File: config.mk
export PLATFORM = sky130hd
export DESIGN_NAME = la_cmd_decoder
export DESIGN_NICKNAME = d
export VERILOG_FILES = /design/src/rtl/la_cmd_pkg.sv /design/src/rtl/la_cmd_framer.sv /design/src/rtl/la_cmd_regs.sv /design/src/rtl/la_cmd_idtx.sv /design/src/rtl/la_cmd_decoder.sv
export SDC_FILE = /design/constraint.sdc
export NUM_CORES = 1
export LEC_CHECK = 0
export ABC_CLOCK_PERIOD_IN_PS = 3400
export CORE_UTILIZATION = 30
export CTS_CLUSTER_DIAMETER = 200
export CTS_CLUSTER_SIZE = 25
export DETAILED_ROUTE_END_ITERATION = 10
export REMOVE_ABC_BUFFERS = 1
export SLEW_MARGIN = 20
export SYNTH_ARGS = -nofsm -noshare
export SYNTH_HDL_FRONTEND = slang
export SYNTH_SLANG_ARGS = --single-unit
File: constraint.sdc
create_clock -name clk_i -period 3.4 [get_ports clk_i]
set_input_delay 0.68 -clock clk_i [delete_from_list [all_inputs] [get_ports clk_i]]
set_output_delay 0.68 -clock clk_i [all_outputs]
set_load 0.05 [all_outputs]
File: src/rtl/la_cmd_pkg.sv
package la_cmd_pkg;
  localparam int unsigned LONG_BYTES = 4;
  localparam int unsigned WORD_W     = 8 * LONG_BYTES;
  localparam int unsigned NUM_GROUPS = 4;
  localparam int unsigned GROUP_LSB  = 2;
  localparam int unsigned START_BIT  = 3;

  localparam logic [7:0] OP_RESET = 8'h00;
  localparam logic [7:0] OP_RUN   = 8'h01;
  localparam logic [7:0] OP_IDENT = 8'h02;
  localparam logic [7:0] OP_META  = 8'h04;
  localparam logic [7:0] OP_DIV   = 8'h80;
  localparam logic [7:0] OP_SIZE  = 8'h81;
  localparam logic [7:0] OP_FLAGS = 8'h82;
  localparam logic [7:0] OP_TRIG  = 8'hC0;

  // reply bytes, index 0 sent first
  localparam int unsigned   ID_LEN   = 4;
  localparam logic [31:0]   ID_REPLY = {8'h4F, 8'h4C, 8'h53, 8'h31};

  typedef struct packed {
    logic              long_cmd;
    logic [7:0]        op;
    logic [WORD_W-1:0] word;
  } cmd_t;
endpackage

File: src/rtl/la_cmd_framer.sv
module la_cmd_framer
  import la_cmd_pkg::*;
(
  input  logic       clk_i,
  input  logic       rst_ni,
  input  logic [7:0] rx_data_i,
  input  logic       rx_valid_i,
  output cmd_t       cmd_o,
  output logic       cmd_valid_o,
  output logic       in_frame_o
);
  localparam int unsigned LEFT_W = $clog2(LONG_BYTES + 1);

  logic [LEFT_W-1:0] left_q;
  logic [7:0]        op_q;
  logic [WORD_W-1:0] word_q;
  logic [WORD_W-1:0] word_next;

  // little-endian assembly: first data byte ends at bits 7:0
  assign word_next  = {rx_data_i, word_q[WORD_W-1:8]};
  assign in_frame_o = (left_q != '0);

  always_ff @(posedge clk_i or negedge rst_ni) begin
    if (!rst_ni) begin
      left_q      <= '0;
      op_q        <= '0;
      word_q      <= '0;
      cmd_valid_o <= 1'b0;
      cmd_o       <= '0;
    end else begin
      cmd_valid_o <= 1'b0;
      if (rx_valid_i) begin
        if (left_q == '0) begin
          op_q <= rx_data_i;
          if (rx_data_i[7]) begin
            left_q <= LEFT_W'(LONG_BYTES);
            word_q <= '0;
          end else begin
            cmd_valid_o    <= 1'b1;
            cmd_o.long_cmd <= 1'b0;
            cmd_o.op       <= rx_data_i;
            cmd_o.word     <= '0;
          end
        end else begin
          word_q <= word_next;
          left_q <= left_q - 1'b1;
          if (left_q == LEFT_W'(1)) begin
            cmd_valid_o    <= 1'b1;
            cmd_o.long_cmd <= 1'b1;
            cmd_o.op       <= op_q;
            cmd_o.word     <= word_next;
          end
        end
      end
    end
  end
endmodule

File: src/rtl/la_cmd_regs.sv
module la_cmd_regs
  import la_cmd_pkg::*;
#(
  parameter int unsigned NUM_STAGES = 4,
  parameter int unsigned DIV_W      = 24,
  parameter int unsigned CNT_W      = 16,
  parameter int unsigned FLAG_W     = 16
) (
  input  logic                         clk_i,
  input  logic                         rst_ni,
  input  cmd_t                         cmd_i,
  input  logic                         cmd_valid_i,
  output logic [DIV_W-1:0]             divider_o,
  output logic [CNT_W-1:0]             read_cnt_o,
  output logic [CNT_W-1:0]             delay_cnt_o,
  output logic [FLAG_W-1:0]            flags_o,
  output logic [NUM_STAGES*WORD_W-1:0] trig_mask_o,
  output logic [NUM_STAGES*WORD_W-1:0] trig_value_o,
  output logic [NUM_STAGES*WORD_W-1:0] trig_cfg_o,
  output logic [NUM_STAGES-1:0]        start_stage_o
);
  localparam int unsigned HALF_W = WORD_W / 2;

  logic long_hit;
  logic unused_word;

  assign long_hit    = cmd_valid_i && cmd_i.long_cmd;
  assign unused_word = ^cmd_i.word;

  always_ff @(posedge clk_i or negedge rst_ni) begin
    if (!rst_ni) begin
      divider_o   <= '0;
      read_cnt_o  <= '0;
      delay_cnt_o <= '0;
      flags_o     <= '0;
    end else if (long_hit) begin
      case (cmd_i.op)
        OP_DIV:   divider_o <= cmd_i.word[DIV_W-1:0];
        OP_SIZE: begin
          read_cnt_o  <= cmd_i.word[CNT_W-1:0];
          delay_cnt_o <= cmd_i.word[HALF_W +: CNT_W];
        end
        OP_FLAGS: flags_o <= cmd_i.word[FLAG_W-1:0];
        default: ;
      endcase
    end
  end

  for (genvar s = 0; s < NUM_STAGES; s++) begin : g_stage
    localparam logic [7:0] OP_M = OP_TRIG | 8'(4 * s);
    logic [WORD_W-1:0] mask_q, value_q, cfg_q;

    always_ff @(posedge clk_i or negedge rst_ni) begin
      if (!rst_ni) begin
        mask_q  <= '0;
        value_q <= '0;
        cfg_q   <= '0;
      end else if (long_hit) begin
        if (cmd_i.op == OP_M)           mask_q  <= cmd_i.word;
        if (cmd_i.op == (OP_M | 8'h01)) value_q <= cmd_i.word;
        if (cmd_i.op == (OP_M | 8'h02)) cfg_q   <= cmd_i.word;
      end
    end

    assign trig_mask_o[s*WORD_W +: WORD_W]  = mask_q;
    assign trig_value_o[s*WORD_W +: WORD_W] = value_q;
    assign trig_cfg_o[s*WORD_W +: WORD_W]   = cfg_q;
    assign start_stage_o[s]                 = cfg_q[START_BIT];
  end
endmodule

File: src/rtl/la_cmd_idtx.sv
module la_cmd_idtx
  import la_cmd_pkg::*;
(
  input  logic       clk_i,
  input  logic       rst_ni,
  input  logic       start_i,
  input  logic       tx_ready_i,
  output logic [7:0] tx_data_o,
  output logic       tx_valid_o
);
  localparam int unsigned IDX_W = $clog2(ID_LEN);

  logic [IDX_W-1:0] idx_q;
  logic             busy_q;

  always_ff @(posedge clk_i or negedge rst_ni) begin
    if (!rst_ni) begin
      idx_q  <= '0;
      busy_q <= 1'b0;
    end else if (!busy_q) begin
      if (start_i) begin
        busy_q <= 1'b1;
        idx_q  <= '0;
      end
    end else if (tx_ready_i) begin
      if (idx_q == IDX_W'(ID_LEN - 1)) busy_q <= 1'b0;
      else                              idx_q  <= idx_q + 1'b1;
    end
  end

  assign tx_valid_o = busy_q;
  assign tx_data_o  = ID_REPLY[{idx_q, 3'b000} +: 8];
endmodule

File: src/rtl/la_cmd_decoder.sv
module la_cmd_decoder
  import la_cmd_pkg::*;
#(
  parameter int unsigned NUM_STAGES = 4,
  parameter int unsigned DIV_W      = 24,
  parameter int unsigned CNT_W      = 16,
  parameter int unsigned FLAG_W     = 16
) (
  input  logic                         clk_i,
  input  logic                         rst_ni,
  input  logic [7:0]                   rx_data_i,
  input  logic                         rx_valid_i,
  input  logic                         tx_ready_i,
  output logic [7:0]                   tx_data_o,
  output logic                         tx_valid_o,
  output logic                         reset_pulse_o,
  output logic                         arm_pulse_o,
  output logic                         ident_pulse_o,
  output logic                         meta_pulse_o,
  output logic [DIV_W-1:0]             divider_o,
  output logic [CNT_W-1:0]             read_cnt_o,
  output logic [CNT_W-1:0]             delay_cnt_o,
  output logic [FLAG_W-1:0]            flags_o,
  output logic [NUM_GROUPS-1:0]        group_en_o,
  output logic [NUM_STAGES*WORD_W-1:0] trig_mask_o,
  output logic [NUM_STAGES*WORD_W-1:0] trig_value_o,
  output logic [NUM_STAGES*WORD_W-1:0] trig_cfg_o,
  output logic [NUM_STAGES-1:0]        start_stage_o
);
  cmd_t cmd;
  logic cmd_valid;
  logic in_frame;
  logic short_hit;

  la_cmd_framer u_framer (
    .clk_i       (clk_i),
    .rst_ni      (rst_ni),
    .rx_data_i   (rx_data_i),
    .rx_valid_i  (rx_valid_i),
    .cmd_o       (cmd),
    .cmd_valid_o (cmd_valid),
    .in_frame_o  (in_frame)
  );

  assign short_hit     = cmd_valid && !cmd.long_cmd;
  assign reset_pulse_o = short_hit && (cmd.op == OP_RESET);
  assign arm_pulse_o   = short_hit && (cmd.op == OP_RUN);
  assign ident_pulse_o = short_hit && (cmd.op == OP_IDENT);
  assign meta_pulse_o  = short_hit && (cmd.op == OP_META);

  la_cmd_regs #(
    .NUM_STAGES (NUM_STAGES),
    .DIV_W      (DIV_W),
    .CNT_W      (CNT_W),
    .FLAG_W     (FLAG_W)
  ) u_regs (
    .clk_i         (clk_i),
    .rst_ni        (rst_ni),
    .cmd_i         (cmd),
    .cmd_valid_i   (cmd_valid),
    .divider_o     (divider_o),
    .read_cnt_o    (read_cnt_o),
    .delay_cnt_o   (delay_cnt_o),
    .flags_o       (flags_o),
    .trig_mask_o   (trig_mask_o),
    .trig_value_o  (trig_value_o),
    .trig_cfg_o    (trig_cfg_o),
    .start_stage_o (start_stage_o)
  );

  // flag bit = 1 disables the group
  assign group_en_o = ~flags_o[GROUP_LSB +: NUM_GROUPS];

  la_cmd_idtx u_idtx (
    .clk_i      (clk_i),
    .rst_ni     (rst_ni),
    .start_i    (ident_pulse_o),
    .tx_ready_i (tx_ready_i),
    .tx_data_o  (tx_data_o),
    .tx_valid_o (tx_valid_o)
  );
endmodule

Yosys cells after proc, flatten, opt, wreduce, memory -nomap -nowiden
Index checks and enable logic that the tools add are counted.
{"block": "word_totals", "ramBits": 0, "rom_bits": 0, "output_inout_bits": 477, "reg_bits": 544, "latchBits": 0, "n_memories": 0, "elab_cells": 102}
{"block": "classes", "n_eq_ne": 24, "reduce_logical": 30, "add_sub_neg": 2, "magnitude_cmp": 0, "shifts": 1, "multipliers": 0, "div": 0, "bitwise_logic": 1, "mux": 19}
{"operator": "two-way mux 41 bit", "n": 3}
{"operator": "== test 8 bit (second input constant)", "n": 15}
{"operator": "two-way mux 32 bit", "n": 2}
{"operator": "AND reduction 2 bit", "n": 17}
{"operator": "indexed part select 32 x 6 -> 8 bit (first input constant)", "n": 1}
{"operator": "== test 8 x 1 -> 1 bit (second input constant)", "n": 1}
{"operator": "== test 8 x 2 -> 1 bit (second input constant)", "n": 1}
{"operator": "== test 8 x 3 -> 1 bit (second input constant)", "n": 1}
{"operator": "logical NOT 8 bit", "n": 1}
{"operator": "two-way mux 1 bit", "n": 8}
{"operator": "two-way mux 2 bit", "n": 4}
{"operator": "!= test 2 bit (second input constant)", "n": 4}
{"operator": "logical AND 1 bit", "n": 6}
{"operator": "two-way mux 3 bit", "n": 2}
{"operator": "AND reduction 3 bit", "n": 2}
{"operator": "inverter 4 bit", "n": 1}
{"operator": "nonzero test 2 bit", "n": 2}
{"operator": "== test 3 x 1 -> 1 bit (second input constant)", "n": 1}
{"operator": "logical NOT 3 bit", "n": 1}
{"operator": "subtractor 3 x 1 -> 3 bit (second input constant)", "n": 1}
{"operator": "adder 2 x 1 -> 2 bit (second input constant)", "n": 1}
{"operator": "== test 2 bit (second input constant)", "n": 1}
{"operator": "logical NOT 1 bit", "n": 1}

Logic depth before layout (Yosys ltp)
{"block": "logic_depth", "word_depth": 5, "depth_mapped": 8}

By module
From an unflattened synthesis, not the netlist that was laid out.
{"block": "hier_totals", "hier_cells": 1257, "area_unflattened_um2": 20478.4}
{"mod": "la_cmd_regs", "area_each_um2": 17185.2, "n_inst": 1, "seq_area_each_um2": 11410.9, "cells_each": 1022}
{"mod": "la_cmd_framer", "area_each_um2": 2976.6, "n_inst": 1, "seq_area_each_um2": 1926.8, "cells_each": 198}
{"mod": "la_cmd_idtx", "area_each_um2": 224.0, "n_inst": 1, "seq_area_each_um2": 75.1, "cells_each": 25}
{"mod": "la_cmd_decoder", "area_each_um2": 92.6, "n_inst": 1, "seq_area_each_um2": 0.0, "cells_each": 12}

Worst setup path before layout
Ideal clock, no wire load.
{"block": "synth_timing", "kind": "flip-flop to output port", "startpoint": "register u_framer.cmd_o[35] (netlist name)", "endpoint": "output reset_pulse_o", "stages_incl_launch_ff": 5, "n_path_buf": 1, "setup_slack_ns": 0.340, "t_required_ns": 2.720, "arrival_time_ns": 2.380, "path_cell_list": "dfrtp_1 > clkbuf_1 > or4_1 > or2_2 > nor3_1"}
{"block": "synth_between", "elab_chain_cells": 2}
{"item": "start: declaration", "line": "la_cmd_framer.sv:8", "source": "output cmd_t cmd_o,"}
{"item": "logical NOT 8 bit", "line": "la_cmd_decoder.sv:46", "source": "assign reset_pulse_o = short_hit && (cmd.op == OP_RESET);"}
{"item": "logical AND 1 bit", "line": "la_cmd_decoder.sv:46"}
{"item": "end: declaration", "line": "la_cmd_decoder.sv:16", "source": "output logic reset_pulse_o,"}
Every way passes these cells.

Worst setup path in the final report
{"block": "layout_timing", "startpoint": "register u_framer.cmd_o[37] (netlist name)", "endpoint": "output meta_pulse_o"}
{"block": "layout_between", "elab_chain_cells": 2}
{"item": "== test 8 x 3 -> 1 bit", "line": "la_cmd_decoder.sv:49", "source": "assign meta_pulse_o = short_hit && (cmd.op == OP_META);"}
{"item": "logical AND 1 bit", "line": "la_cmd_decoder.sv:49"}
{"item": "end: declaration", "line": "la_cmd_decoder.sv:19", "source": "output logic meta_pulse_o,"}
Every way passes these cells.

==> results by group <==
Status
  • Status: finished clean

STA
  • Setup TNS: 0 ns
  • Fin crit share: 91.3%
  • RSZ-0062 raised after global routing: no
  • Final setup viols: 0
  • Final hold violations: 0
  • Tmin final: 3.10 ns
  • Final worst slack: 0.297 ns
  • Clock Skews: 0.0394 ns
  • FMAX: 322 MHz
  • Slew @ Worst Pin: 0.871 ns
  • Fin. max-slew vios: 0
  • Relative slew slack: 41.9%

Placement
  • Pre-CTS setup slack: 0.422 ns
  • Port Buf Inserts: 487
  • Gpl congestion: 0.767
  • DP Area: 26300 um2
  • Placed Cells: 2557
  • DP Wirelength: 41.2 mm

Layout
  • Non-Filler Instances: 2585
  • FF+latch area: 13400 um2
  • Final #Nets: 1728
  • Fillers: 6181
  • Layout area overhead: 32.7%
  • Multi-input logic area: 6550 um2
  • Post-layout util: 40.2%
  • Layout cells sized above 1: 32.8%
  • Fin area: 27000 um2

Global routing
  • Vias in the first global route: 12800
  • Antenna violations before repair: 4
  • Gr ovfl total: 0
  • First-pass GRT wire length: 90.5 mm
  • Total Routing Usage GR: 17.5%
  • Largest net degree at the start of global routing: 75

Pwr
  • Clock network power share: 25.5%
  • Leakage power total: 12.7 nW
  • Switching part of the total power: 31.7%
  • Comb power frac: 14.5%
  • Power Dens Cells: 487 nW/um2
  • Switching pwr: 4.17 mW
  • Maximum vdd drop: 0.000388 V
  • Pint: 8.97 mW
  • Seq pwr share: 60.0%

Clock network
  • Clk_lat worst skew: 0.60 ns
  • H-tree levels: 1
  • Setup Buffers After CTS: 0
  • Clk slew on worst S/H paths: 0.11 ns
  • TritonCTS Sinks: 536
  • Max Buffers Root-to-Sink: 3
  • CTS Buf Count: 25
  • Hold_buf cts: 0
  • CTS tree: yes
  • Root buf cell: clkbuf_16

Routing
  • Detail-routed via count per cell: 4.76
  • Mean routed wirelength per cell: 23.6 um
  • Antenna Nets Post-Route: 0
  • Drt initial violations: 688
  • Final WL: 60.9 mm
  • Drc violations: 0
  • First-pass iteration count of the detailed router: 4
  • Routed vias: 12300

Worst setup path
  • Critical path data required time: 2.72 ns
  • Critical Path End Type: output pin
  • Worst Setup Start Kind: flip-flop
  • Setup Crit Path Kind: flip-flop to output pin
  • Arrival @ worst endpoint: 2.42 ns
  • Crit path max fanout: 6

Floorplanning
  • Die width: 262 um
  • IO Pins: 489
  • Die Area: 68800 um2
  • Std-Cell Rows: 95
  • Initial core utilization: 30.3%
  • Vert. Die Dim: 262 um
  • Core area: 67200 um2

Synthesis
  • Compound-cell area share of the yosys netlist: 2.71%
  • Avg Inst Size Synth: 16.2 um2
  • Top_reg_cell synth: dfrtp_1
  • Synth Area in Simple Gates: 1.86%
  • Synthesized cell area: 20300 um2
  • Netlist cell types: 42
  • Fraction of synthesized area in multiplexers: 26.8%
  • Syn Inst Count: 1254
  • Yosys warnings: 0
  • Post-Synth XOR/XNOR Area: 0.0431%
  • Post-synthesis adder-cell area fraction: 0.308%
  • Flops & latches, synth: 536
  • Largest family of logic cells by synthesized area: multiplexers
  • Asr flop ratio synth: 100%
  • Sequential share of the synthesized area: 66.0%
  • EDFF count, synth: 0

Min path
  • HP Class: input pin to async pin

Job
  • Max cap viols: 0
[Yosys cell counts, drive strengths merged (2+ instances only)]
master | count | share of area (%)
dfrtp | 536 | 66
mux2 | 480 | 27
clkbuf | 71 | 1.3
a22o | 56 | 2.4
buf | 27 | 0.76
inv | 12 | 0.22
nor3 | 7 | 0.17
nand2b | 6 | 0.18
nor2b | 6 | 0.18
ha | 5 | 0.31
nand3 | 5 | 0.12
nor2 | 4 | 0.074
nor4 | 4 | 0.25
nand2 | 3 | 0.055
nand4 | 3 | 0.092
o21ai | 3 | 0.074
and2 | 2 | 0.062
and4bb | 2 | 0.12
nand4b | 2 | 0.086
nor4b | 2 | 0.086
or2 | 2 | 0.062
or4b | 2 | 0.098
[stage by stage]
step	total power [mW]	hold slack [ns]
detailed placement	9.96	0.475
CTS	13.4	0.104
floorplan	8.75	0.384
global placement	9.90	0.473
finish	13.1	0.117
global route	13.8	0.135
[per-layer routing]
layer	GRT usage [%]	vias to the layer above	share of wire [%]	wire length [um]
met3	3.80	46	4.9	2980
met2	30.5	281	50	30500
met5	0	-	0.049	30
met4	2.53	6	1.3	789
met1	22.6	6620	44	26600
li1	-	5343	-	-
[registers in the layout (all words and copies together), names as in the netlist]
name and cells:
u_framer.cmd_o 41, u_idtx.idx_q 2, u_regs.divider_o 24, u_regs.flags_o 16, u_idtx.tx_valid_o 1, u_framer.op_q 8
u_regs.g_stage.value_q 128, u_regs.g_stage.cfg_q 128, u_regs.g_stage.mask_q 128, u_framer.left_q 3, u_regs.delay_cnt_o 16, u_regs.read_cnt_o 16
u_framer.word_q 24, u_framer.cmd_valid_o 1
[worst paths after layout]
check,from,to,slack [ns],depth (start not counted)
setup / recovery,u_framer.cmd_o[37],meta_pulse_o,0.30,4
hold / removal,rst_ni,u_regs.flags_o[13],0.12,1
setup reg to reg,u_framer.left_q[0],u_framer.word_q[13],0.89,6
hold reg to reg,u_regs.g_stage[1].cfg_q[15],u_regs.g_stage[1].cfg_q[15],0.50,1
max in group asynchronous,rst_ni,u_regs.g_stage[2].mask_q[1],2.34,2
min in group clk_i,u_regs.g_stage[1].cfg_q[15],u_regs.g_stage[1].cfg_q[15],0.50,1
[power groups by stage]
stage	sequential [mW]	combinational, mW	clock [mW]
after floorplan	7.80	0.946	0
after global placement	8.00	1.89	0
after detailed placement	8.03	1.93	0
after CTS	7.91	1.94	3.52
after global routing	8.01	2.04	3.74
final	7.88	1.91	3.35
[critical path: stages (launching register included)]
cell and delay (ns):
dfrtp_1 0.44, nor4b_1 0.53, nand3_1 0.13, nor3_1 0.36
clkbuf_2 0.36
[cells in the final DEF, fill, tap and decap left out, types with 2 or more instances in the layout]
cell | synthesis | final
nand4_1 | 3 | 3
nor3_2 | 0 | 4
nand2b_1 | 6 | 6
or4b_1 | 2 | 2
nor4_4 | 0 | 4
nor4b_1 | 2 | 2
nor2b_1 | 6 | 5
mux2_2 | 461 | 461
mux2_4 | 10 | 10
inv_1 | 12 | 12
or2_2 | 2 | 2
ha_1 | 5 | 5
and4bb_2 | 2 | 2
a22o_1 | 56 | 56
nor2_1 | 4 | 4
buf_12 | 0 | 5
dfrtp_1 | 536 | 536
o21ai_0 | 2 | 2
clkdlybuf4s50_1 | 0 | 482
nand3_1 | 5 | 3
nand2_1 | 3 | 3
mux2_1 | 9 | 9
buf_4 | 7 | 39
nor3_1 | 7 | 3
clkbuf_16 | 0 | 25
nand4b_1 | 2 | 2
[cell type report]
type / instances / area share [%]
Timing Repair Buffer: 528 / 19.4
Multi-Input combinational cell: 608 / 24.3
Sequential cell: 536 / 49.7
Antenna cell: 1 / 0.00927
Clock buffer: 25 / 2.32
Inverter: 12 / 0.167
Tap cell: 873 / 4.05
Clock inverter: 2 / 0.0927
[kinds of logic (layout without fill, tap and decap cells)]
kind of cell	Yosys count	after routing
buffers and inverters	110	567
AO/OA/AOI/OAI	65	65
AND/OR/NAND/NOR	55	55
other	1	2
multiplexers	481	481
XOR/XNOR	1	1
adder cells (fa/ha/maj)	5	5
flip-flops	536	536
[repair_timing]
action	CTS	global route
endpoints found under the setup margin	1	1
gates resized for setup	1	3
cloned	0	0
endpoints found under the hold margin	0	0
Note: power is estimated with default switching activity, not from simulation.
